<file path="src/rtl/oneshot_pkg.sv">
package oneshot_pkg;
  typedef enum logic {
    ST_IDLE   = 1'b0,
    ST_ACTIVE = 1'b1
  } osState_t;

  typedef struct packed {
    logic load;
    logic dec;
  } cntStrobe_t;
endpackage

</file>
<file path="src/rtl/oneshot_sync.sv">
module oneshot_sync #(
  parameter int STAGES = 2
) (
  input  logic clk,
  input  logic rst,
  input  logic asyncIn,
  output logic syncOut
);
  logic [STAGES-1:0] chain;

  always_ff @(posedge clk) begin
    if (rst) chain[0] <= 1'b0;
    else     chain[0] <= asyncIn;
  end

  for (genvar i = 1; i < STAGES; i++) begin : g_stage
    always_ff @(posedge clk) begin
      if (rst) chain[i] <= 1'b0;
      else     chain[i] <= chain[i-1];
    end
  end

  assign syncOut = chain[STAGES-1];
endmodule

</file>
<file path="src/rtl/oneshot_count.sv">
module oneshot_count
  import oneshot_pkg::*;
#(
  parameter int PULSE_LEN = 1000,
  localparam int CNT_W = $clog2(PULSE_LEN + 1)
) (
  input  logic       clk,
  input  logic       rst,
  input  cntStrobe_t strobe,
  output logic       cntZero
);
  localparam logic [CNT_W-1:0] LOAD_VAL = CNT_W'(PULSE_LEN - 1);

  logic [CNT_W-1:0] cnt;

  always_ff @(posedge clk) begin
    if (rst)             cnt <= '0;
    else if (strobe.load) cnt <= LOAD_VAL;
    else if (strobe.dec)  cnt <= cnt - 1'b1;
  end

  assign cntZero = (cnt == '0);

  // count never leaves the range 0..PULSE_LEN-1
  a_r3_no_overflow: assert property (@(posedge clk) disable iff (rst)
    cnt <= LOAD_VAL);

  // a load always lands on PULSE_LEN-1
  a_r3_load_value: assert property (@(posedge clk) disable iff (rst)
    strobe.load |=> cnt == LOAD_VAL);

  // decrement moves down by exactly one
  a_r4_step_down: assert property (@(posedge clk) disable iff (rst)
    (strobe.dec && !strobe.load) |=> cnt == $past(cnt) - 1'b1);
endmodule

</file>
<file path="src/rtl/oneshot_ctrl.sv">
module oneshot_ctrl
  import oneshot_pkg::*;
(
  input  logic       clk,
  input  logic       rst,
  input  logic       trigSync,
  input  logic       cntZero,
  output cntStrobe_t strobe,
  output logic       active
);
  osState_t state, stateNext;
  logic lastCycle;

  assign lastCycle = (state == ST_ACTIVE) && cntZero;

  always_comb begin
    strobe    = '0;
    stateNext = state;
    case (state)
      ST_IDLE: begin
        if (trigSync) begin
          strobe.load = 1'b1;
          stateNext   = ST_ACTIVE;
        end
      end
      ST_ACTIVE: begin
        if (!cntZero) begin
          strobe.dec = 1'b1;
        end else if (trigSync) begin
          strobe.load = 1'b1;
        end else begin
          stateNext = ST_IDLE;
        end
      end
      default: stateNext = ST_IDLE;
    endcase
  end

  always_ff @(posedge clk) begin
    if (rst) state <= ST_IDLE;
    else     state <= stateNext;
  end

  assign active = (state == ST_ACTIVE);

  // idle plus aligned trigger starts a pulse on the next cycle
  a_r2_start: assert property (@(posedge clk) disable iff (rst)
    (!active && trigSync) |=> active);

  // mid-window the trigger is ignored and the pulse holds
  a_r4_hold: assert property (@(posedge clk) disable iff (rst)
    (active && !cntZero) |=> active);

  // last cycle with trigger re-arms with no gap
  a_r5_rearm: assert property (@(posedge clk) disable iff (rst)
    (lastCycle && trigSync) |=> active);

  // last cycle without trigger ends the pulse
  a_r3_end: assert property (@(posedge clk) disable iff (rst)
    (lastCycle && !trigSync) |=> !active);

  // reset leaves the block idle
  a_r1_reset: assert property (@(posedge clk)
    rst |=> !active);
endmodule

</file>
<file path="src/rtl/oneshot_stretch.sv">
module oneshot_stretch
  import oneshot_pkg::*;
#(
  parameter int PULSE_LEN   = 1000,
  parameter int SYNC_STAGES = 2
) (
  input  logic clk,
  input  logic rst,
  input  logic trigIn,
  output logic pulseOut
);
  logic       trigSync;
  logic       cntZero;
  cntStrobe_t strobe;
  logic       active;

  initial begin
    a_param_len: assert (PULSE_LEN >= 1);
    a_param_sync: assert (SYNC_STAGES >= 2);
  end

  oneshot_sync #(.STAGES(SYNC_STAGES)) uSync (
    .clk(clk), .rst(rst), .asyncIn(trigIn), .syncOut(trigSync)
  );

  oneshot_ctrl uCtrl (
    .clk(clk), .rst(rst), .trigSync(trigSync), .cntZero(cntZero),
    .strobe(strobe), .active(active)
  );

  oneshot_count #(.PULSE_LEN(PULSE_LEN)) uCount (
    .clk(clk), .rst(rst), .strobe(strobe), .cntZero(cntZero)
  );

  assign pulseOut = active;
endmodule

</file>
<file path="config.mk">
export PLATFORM = sky130hd
export DESIGN_NAME = oneshot_stretch
export DESIGN_NICKNAME = d
export VERILOG_FILES = /design/src/rtl/oneshot_pkg.sv /design/src/rtl/oneshot_sync.sv /design/src/rtl/oneshot_count.sv /design/src/rtl/oneshot_ctrl.sv /design/src/rtl/oneshot_stretch.sv
export SDC_FILE = /design/constraint.sdc
export NUM_CORES = 1
export LEC_CHECK = 0
export BUFFER_PORTS_ARGS = -buffer_cell sky130_fd_sc_hd__buf_2
export CELL_PAD_IN_SITES_DETAIL_PLACEMENT = 1
export CELL_PAD_IN_SITES_GLOBAL_PLACEMENT = 1
export CORE_AREA = 10 10 53 55
export CTS_BUF_LIST = sky130_fd_sc_hd__clkbuf_4 sky130_fd_sc_hd__clkbuf_8 sky130_fd_sc_hd__clkbuf_16
export CTS_CLUSTER_DIAMETER = 100
export DETAILED_ROUTE_END_ITERATION = 10
export DIE_AREA = 0 0 63 65
export PLACE_DENSITY = 0.61
export SKIP_LAST_GASP = 1
export SYNTH_ARGS = -nofsm -noshare
export SYNTH_HDL_FRONTEND = slang
export SYNTH_SLANG_ARGS = --single-unit
</file>
<file path="constraint.sdc">
create_clock -name clk -period 2.09 [get_ports clk]
set_clock_uncertainty 0.15 [all_clocks]
set_input_delay 0.3135 -clock clk [delete_from_list [all_inputs] [get_ports clk]]
set_output_delay 0.3135 -clock clk [all_outputs]
set_load 0.02 [all_outputs]
</file>
==> results_dict.tcl, run 1 <==
set metrics [dict create \
    hold_viol 0 \
    hold_end "uSync.chain[0]$_SDFF_PP0_" \
    fp.dieH_um 65 \
    synthTopCellsByCount "dfxtp_1, nor2_1" \
    dpl_cell_area_um2 737.0 \
    netlist_area_um2 681.9 \
    synth_edf_count 0 \
    final_area_um2 773.2 \
    grt_overflow 0 \
    period_share_pct 86.71 \
    hold_path.class "in -> reg" \
    cts-buffers-inserted 3 \
    design.die.area_um2 4095 \
    dr.pass1.iters 3 \
    critical_path_class "reg -> reg" \
    final_util_pct 41.53 \
    synthTopCellsByArea "dfxtp_1, a211oi_1, ha_1, nor4b_4, nor2_1" \
    cp.arrival_ns 1.85 \
    r2r-end "uCount.cnt[8]$_SDFFE_PP0P_" \
    rsz0062_at_grt "false" \
    finalSetupViolCount 0 \
    cts_root_buffer "clkbuf_4" \
    area_growth_pct 13.39 \
    worstRegToRegCells 4 \
    syn-num-nets 76 \
    hp-start "trigIn" \
    crit_path_end_kind "flip-flop" \
    drt_wl_total_mm 1.675 \
    max-slew-margin-rel_pct 71.45 \
    drc 0 \
    synthArstFlopShare_pct 0 \
    core-area_um2 1862 \
    numPortBuffers 3 \
    ys_seq_area_share_pct 38.17 \
    pre_cts_slack_ns 0.1473 \
    drv_slew 0 \
    post-cts-setup-buffers 0 \
    grt_pass1_wl_mm 2.849 \
    seq_area_um2 260.3 \
    setup_tns_ns 0 \
    drt_iter0_drc 12 \
    diodes 0 \
    syn_inst 71 \
    ys_seq_elements 13 \
    finalPower_uw 634.7 \
    crit_fanout 6 \
    grt_max_degree 15 \
    rows 16 \
    dp.cells 103 \
    yosys.area.top_type "dfxtp_1" \
    via_count 602 \
    ios 4 \
    fillers 232 \
    fin_cells 107 \
    yosysMostFrequentCell "dfxtp_1" \
    fin_crit_ns 1.812 \
    peakVddDrop_uv 336.9 \
    r2r_slack_ns 0.28 \
    drt-vias-per-instance 5.626 \
    dp_hpwl_mm 1.258 \
    clk-insertion-delay-late_ns 0.27 \
    worst_pin_slew_ns 0.4269 \
    wl_per_cell_um 15.65 \
    layout.nets 86 \
    status "finished clean" \
    die_w_um 63 \
    multiInputGateArea_um2 381.6 \
    drv_cap 0 \
    drtAntennaViolNets 0 \
    grt_pass1_vias 594 \
    holdWs_ns 0.1309 \
    startpoint_type "flip-flop" \
    p_leak_nw 0.2745 \
    fmax_ghz 0.5518 \
    grt_usage_pct 8.483 \
    layout_setup_ws_ns 0.2777 \
    drive_gt1_share_pct 25.00 \
    pwr_density_cell_nw_per_um2 820.8 \
    gp_congestion 0.7548 \
    r2r-start "uCount.cnt[2]$_SDFFE_PP0P_" \
    clk_pin_slew_ns 0.08 \
    cts_tree "built" \
    whs_path_depth 2 \
    antenna_found_initial 0 \
    ys_warn_count 0 \
    cp_data_required_time_ns 2.13 \
    ctsLongestPathBuffers 2 \
    synth_cell_types 32 \
    cts_sinks 13 \
    synth_ff_type "dfxtp_1" \
    avgSynthCellArea_um2 9.604 \
    yosysTopAreaCellShare_pct 38.17 \
    ctsHtreeMaxLevel 1 \
    start_util_pct 36.63 \
]
==> metal layers <==
layer | share of wire [%] | global-route usage, % | vias up | wire, um
li1 | - | - | 296 | -
met2 | 50 | 14.09 | 1 | 835
met4 | 0 | 3.911 | 0 | 0
met1 | 48 | 9.971 | 305 | 809
met3 | 1.9 | 2.234 | 0 | 31
met5 | 0 | 0 | - | 0
==> power by group <==
part	internal (mW)	switching [mW]	leakage [nW]
sequential	0.268	0.0264	0.107
combinational	0.0775	0.0952	0.149
clock	0.0868	0.0808	0.0184
==> cell usage in the layout, fill, tap and decap left out, types with 2 or more instances in the layout <==
cell | netlist | final
dfxtp_1 | 13 | 13
nand3b_1 | 2 | 2
buf_2 | 0 | 3
nor2_1 | 6 | 6
buf_4 | 0 | 5
nor2b_1 | 2 | 2
nor3_1 | 4 | 4
a221oi_1 | 2 | 2
nand2_1 | 4 | 4
a211oi_1 | 4 | 4
inv_1 | 4 | 4
ha_1 | 2 | 2
clkbuf_4 | 0 | 4
o21ai_0 | 3 | 3
a311oi_1 | 2 | 2
nor4_1 | 3 | 3
==> logic make-up (layout without fill, tap and decap cells) <==
family	after synthesis	in the layout	synth area share (%)
adders and majority gates	2	2	3.669
DFF	13	13	38.17
and+or+nand+nor	26	26	23.85
AOI/OAI and AO/OA	23	23	27.52
buffers and inverters	7	16	6.788
==> critical path: stages (launching register included) <==
cell	delay [ns]
dfxtp_1	0.37
or4_4	0.58
nor4_2	0.28
a221oi_1	0.12
a211oi_1	0.23
==> layout make-up <==
cell class,instances,area share [%]
multi-input combinational,51,49.35
sequential,13,33.66
timing repair buffer,8,6.796
tap,27,4.369
clock buffer,4,3.883
inverter,4,1.942
==> sequential cells by signal, summed over array words and instances, names as in the netlist <==
name / flops
uSync.syncOut: 1
uCtrl.active: 1
uCount.cnt: 10
uSync.chain: 1
==> timing repair <==
item                                    4_1_cts  5_1_grt
gates resized for setup                       0        1
hold buffers                                  0        0
endpoints found under the setup margin        0        3
==> how the worst max path moves through the flow <==
stage               slack, ns                  startpoint  cells after the start                          to
floorplan                0.33  uCount.cnt[2]$_SDFFE_PP0P_                      5  uCount.cnt[9]$_SDFFE_PP0P_
global route             0.07  uCount.cnt[0]$_SDFFE_PP0P_                      5  uCount.cnt[2]$_SDFFE_PP0P_
global placement         0.25  uCount.cnt[2]$_SDFFE_PP0P_                      5  uCount.cnt[4]$_SDFFE_PP0P_
detailed placement       0.15  uCount.cnt[0]$_SDFFE_PP0P_                      5  uCount.cnt[2]$_SDFFE_PP0P_
finish                   0.28  uCount.cnt[2]$_SDFFE_PP0P_                      4  uCount.cnt[8]$_SDFFE_PP0P_
CTS                      0.10  uCount.cnt[0]$_SDFFE_PP0P_                      5  uCount.cnt[2]$_SDFFE_PP0P_
(Power assumes the default switching activity.)
==> run 2: changes to the inputs <==
--- a/config.mk
+++ b/config.mk
@@ -13,7 +13,7 @@
 export CTS_CLUSTER_DIAMETER = 100
 export DETAILED_ROUTE_END_ITERATION = 10
 export DIE_AREA = 0 0 63 65
-export PLACE_DENSITY = 0.61
+export PLACE_DENSITY = 0.69
 export SKIP_LAST_GASP = 1
 export SYNTH_ARGS = -nofsm -noshare
 export SYNTH_HDL_FRONTEND = slang
==> results_dict.tcl, run 2 (synthesis results as in run 1) <==
set metrics [dict create \
    status "finished clean" \
    start_util_pct 36.63 \
    cp-endpoint "uCount.cnt[8]$_SDFFE_PP0P_" \
    startpoint_type "flip-flop" \
    final_area_um2 758.2 \
    crit_fanout 8 \
    startpoint "uCount.cnt[2]$_SDFFE_PP0P_" \
    fillers 229 \
    drv_slew 0 \
    ios 4 \
    ctsHtreeMaxLevel 1 \
    design.die.area_um2 4095 \
    ctsLongestPathBuffers 2 \
    wl_per_cell_um 14.61 \
    hold_viol 0 \
    largest_reg_flops 10 \
    drt_iter0_drc 11 \
    r2r_slack_ns 0.25 \
    grt_max_degree 15 \
    finalSetupViolCount 0 \
    clk_pin_slew_ns 0.07 \
    r2r-end "uCount.cnt[8]$_SDFFE_PP0P_" \
    layout.nets 84 \
    antenna_found_initial 0 \
    cp.arrival_ns 1.87 \
    drc 0 \
    max-slew-margin-rel_pct 64.14 \
    cts_tree "built" \
    crit_path_end_kind "flip-flop" \
    worst_pin_slew_ns 0.5330 \
    fin_crit_ns 1.836 \
    grt_pass1_wl_mm 2.808 \
    cp_data_required_time_ns 2.12 \
    grt_pass1_vias 610 \
    via_count 579 \
    setup_tns_ns 0 \
    cts_sinks 13 \
    drive_gt1_share_pct 23.08 \
    dpl_cell_area_um2 721.9 \
    period_share_pct 87.84 \
    numPortBuffers 3 \
    cts_root_buffer "clkbuf_4" \
    gp_congestion 0.7878 \
    fp.dieH_um 65 \
    holdWs_ns 0.1253 \
    hold_path.class "in -> reg" \
    p_leak_nw 0.2645 \
    drv_cap 0 \
    post-cts-setup-buffers 0 \
    diodes 0 \
    core-area_um2 1862 \
    rsz0062_at_grt "false" \
    worstRegToRegCells 4 \
    top_register "uCount.cnt" \
    cts-buffers-inserted 3 \
    finalPower_uw 621.7 \
    peakVddDrop_uv 416.1 \
    dr.pass1.iters 4 \
    grt_overflow 0 \
    rows 16 \
    dp_hpwl_mm 1.194 \
    clk-insertion-delay-late_ns 0.27 \
    final_cell_mix "dfxtp_1, nor2_1" \
    fmax_ghz 0.5447 \
    area_growth_pct 11.19 \
    final_util_pct 40.73 \
    final_common_cell "dfxtp_1" \
    drt_wl_total_mm 1.534 \
    die_w_um 63 \
    critical_path_class "reg -> reg" \
    drtAntennaViolNets 0 \
    drt-vias-per-instance 5.514 \
    pwr_density_cell_nw_per_um2 820.0 \
    r2r-start "uCount.cnt[2]$_SDFFE_PP0P_" \
    grt_usage_pct 8.198 \
]
-- run 2: cell type report --
cell class / count / area, um^2 / share of cell area, %
Multi-Input combinational cell: 51 / 381.6 / 50.33
Sequential cell: 13 / 260.3 / 34.32
Timing Repair Buffer: 6 / 37.54 / 4.950
Tap cell: 27 / 33.78 / 4.455
Clock buffer: 4 / 30.03 / 3.960
Inverter: 4 / 15.01 / 1.980
-- run 2: worst min-delay path by stage --
stage | start | to | slack (ns) | depth (start not counted)
after CTS | trigIn | uSync.chain[0]$_SDFF_PP0_ | 0.13 | 2
after global routing | trigIn | uSync.chain[0]$_SDFF_PP0_ | 0.14 | 2
final | trigIn | uSync.chain[0]$_SDFF_PP0_ | 0.13 | 2
after global placement | uSync.chain[0]$_SDFF_PP0_ | uSync.syncOut$_SDFF_PP0_ | 0.27 | 1
after detailed placement | uSync.chain[0]$_SDFF_PP0_ | uSync.syncOut$_SDFF_PP0_ | 0.28 | 1
after floorplan | rst | uSync.chain[0]$_SDFF_PP0_ | 0.24 | 1
-- run 2: per-layer routing --
layer	track usage, %	share of wire, %	wire length [um]
met5	0	0	0
met2	13.83	49	753
met3	2.062	2.0	31
met4	3.352	0	0
met1	9.671	49	749
-- run 2: per-stage QoR --
stage / cells / setup WS (ns)
after global placement: 101 / 0.1360
after detailed placement: 101 / 0.08866
final: 105 / 0.2541
after floorplan: 71 / 0.3275
after CTS: 105 / 0.05144
after global routing: 105 / 0.1136
-- run 2: report_power, final --
group          total, mW  internal (mW)  leakage [nW]  switching (mW)
clock              0.166         0.0868        0.0184          0.0794
combinational      0.161         0.0694         0.139          0.0918
sequential         0.294          0.268         0.107          0.0263
-- run 2: what timing repair did --
| action | 4_1_cts | 5_1_grt |
|---|---|---|
| endpoints found under the hold margin | 0 | 0 |
| resized for setup | 0 | 1 |
| setup endpoints to repair | 0 | 1 |
| hold buffers | 0 | 0 |
-- run 2: critical path: stages (launching register included) --
cell and delay [ns]:
dfxtp_1 0.38, or4_4 0.57, nor4_2 0.31, a221oi_1 0.12, a211oi_1 0.22
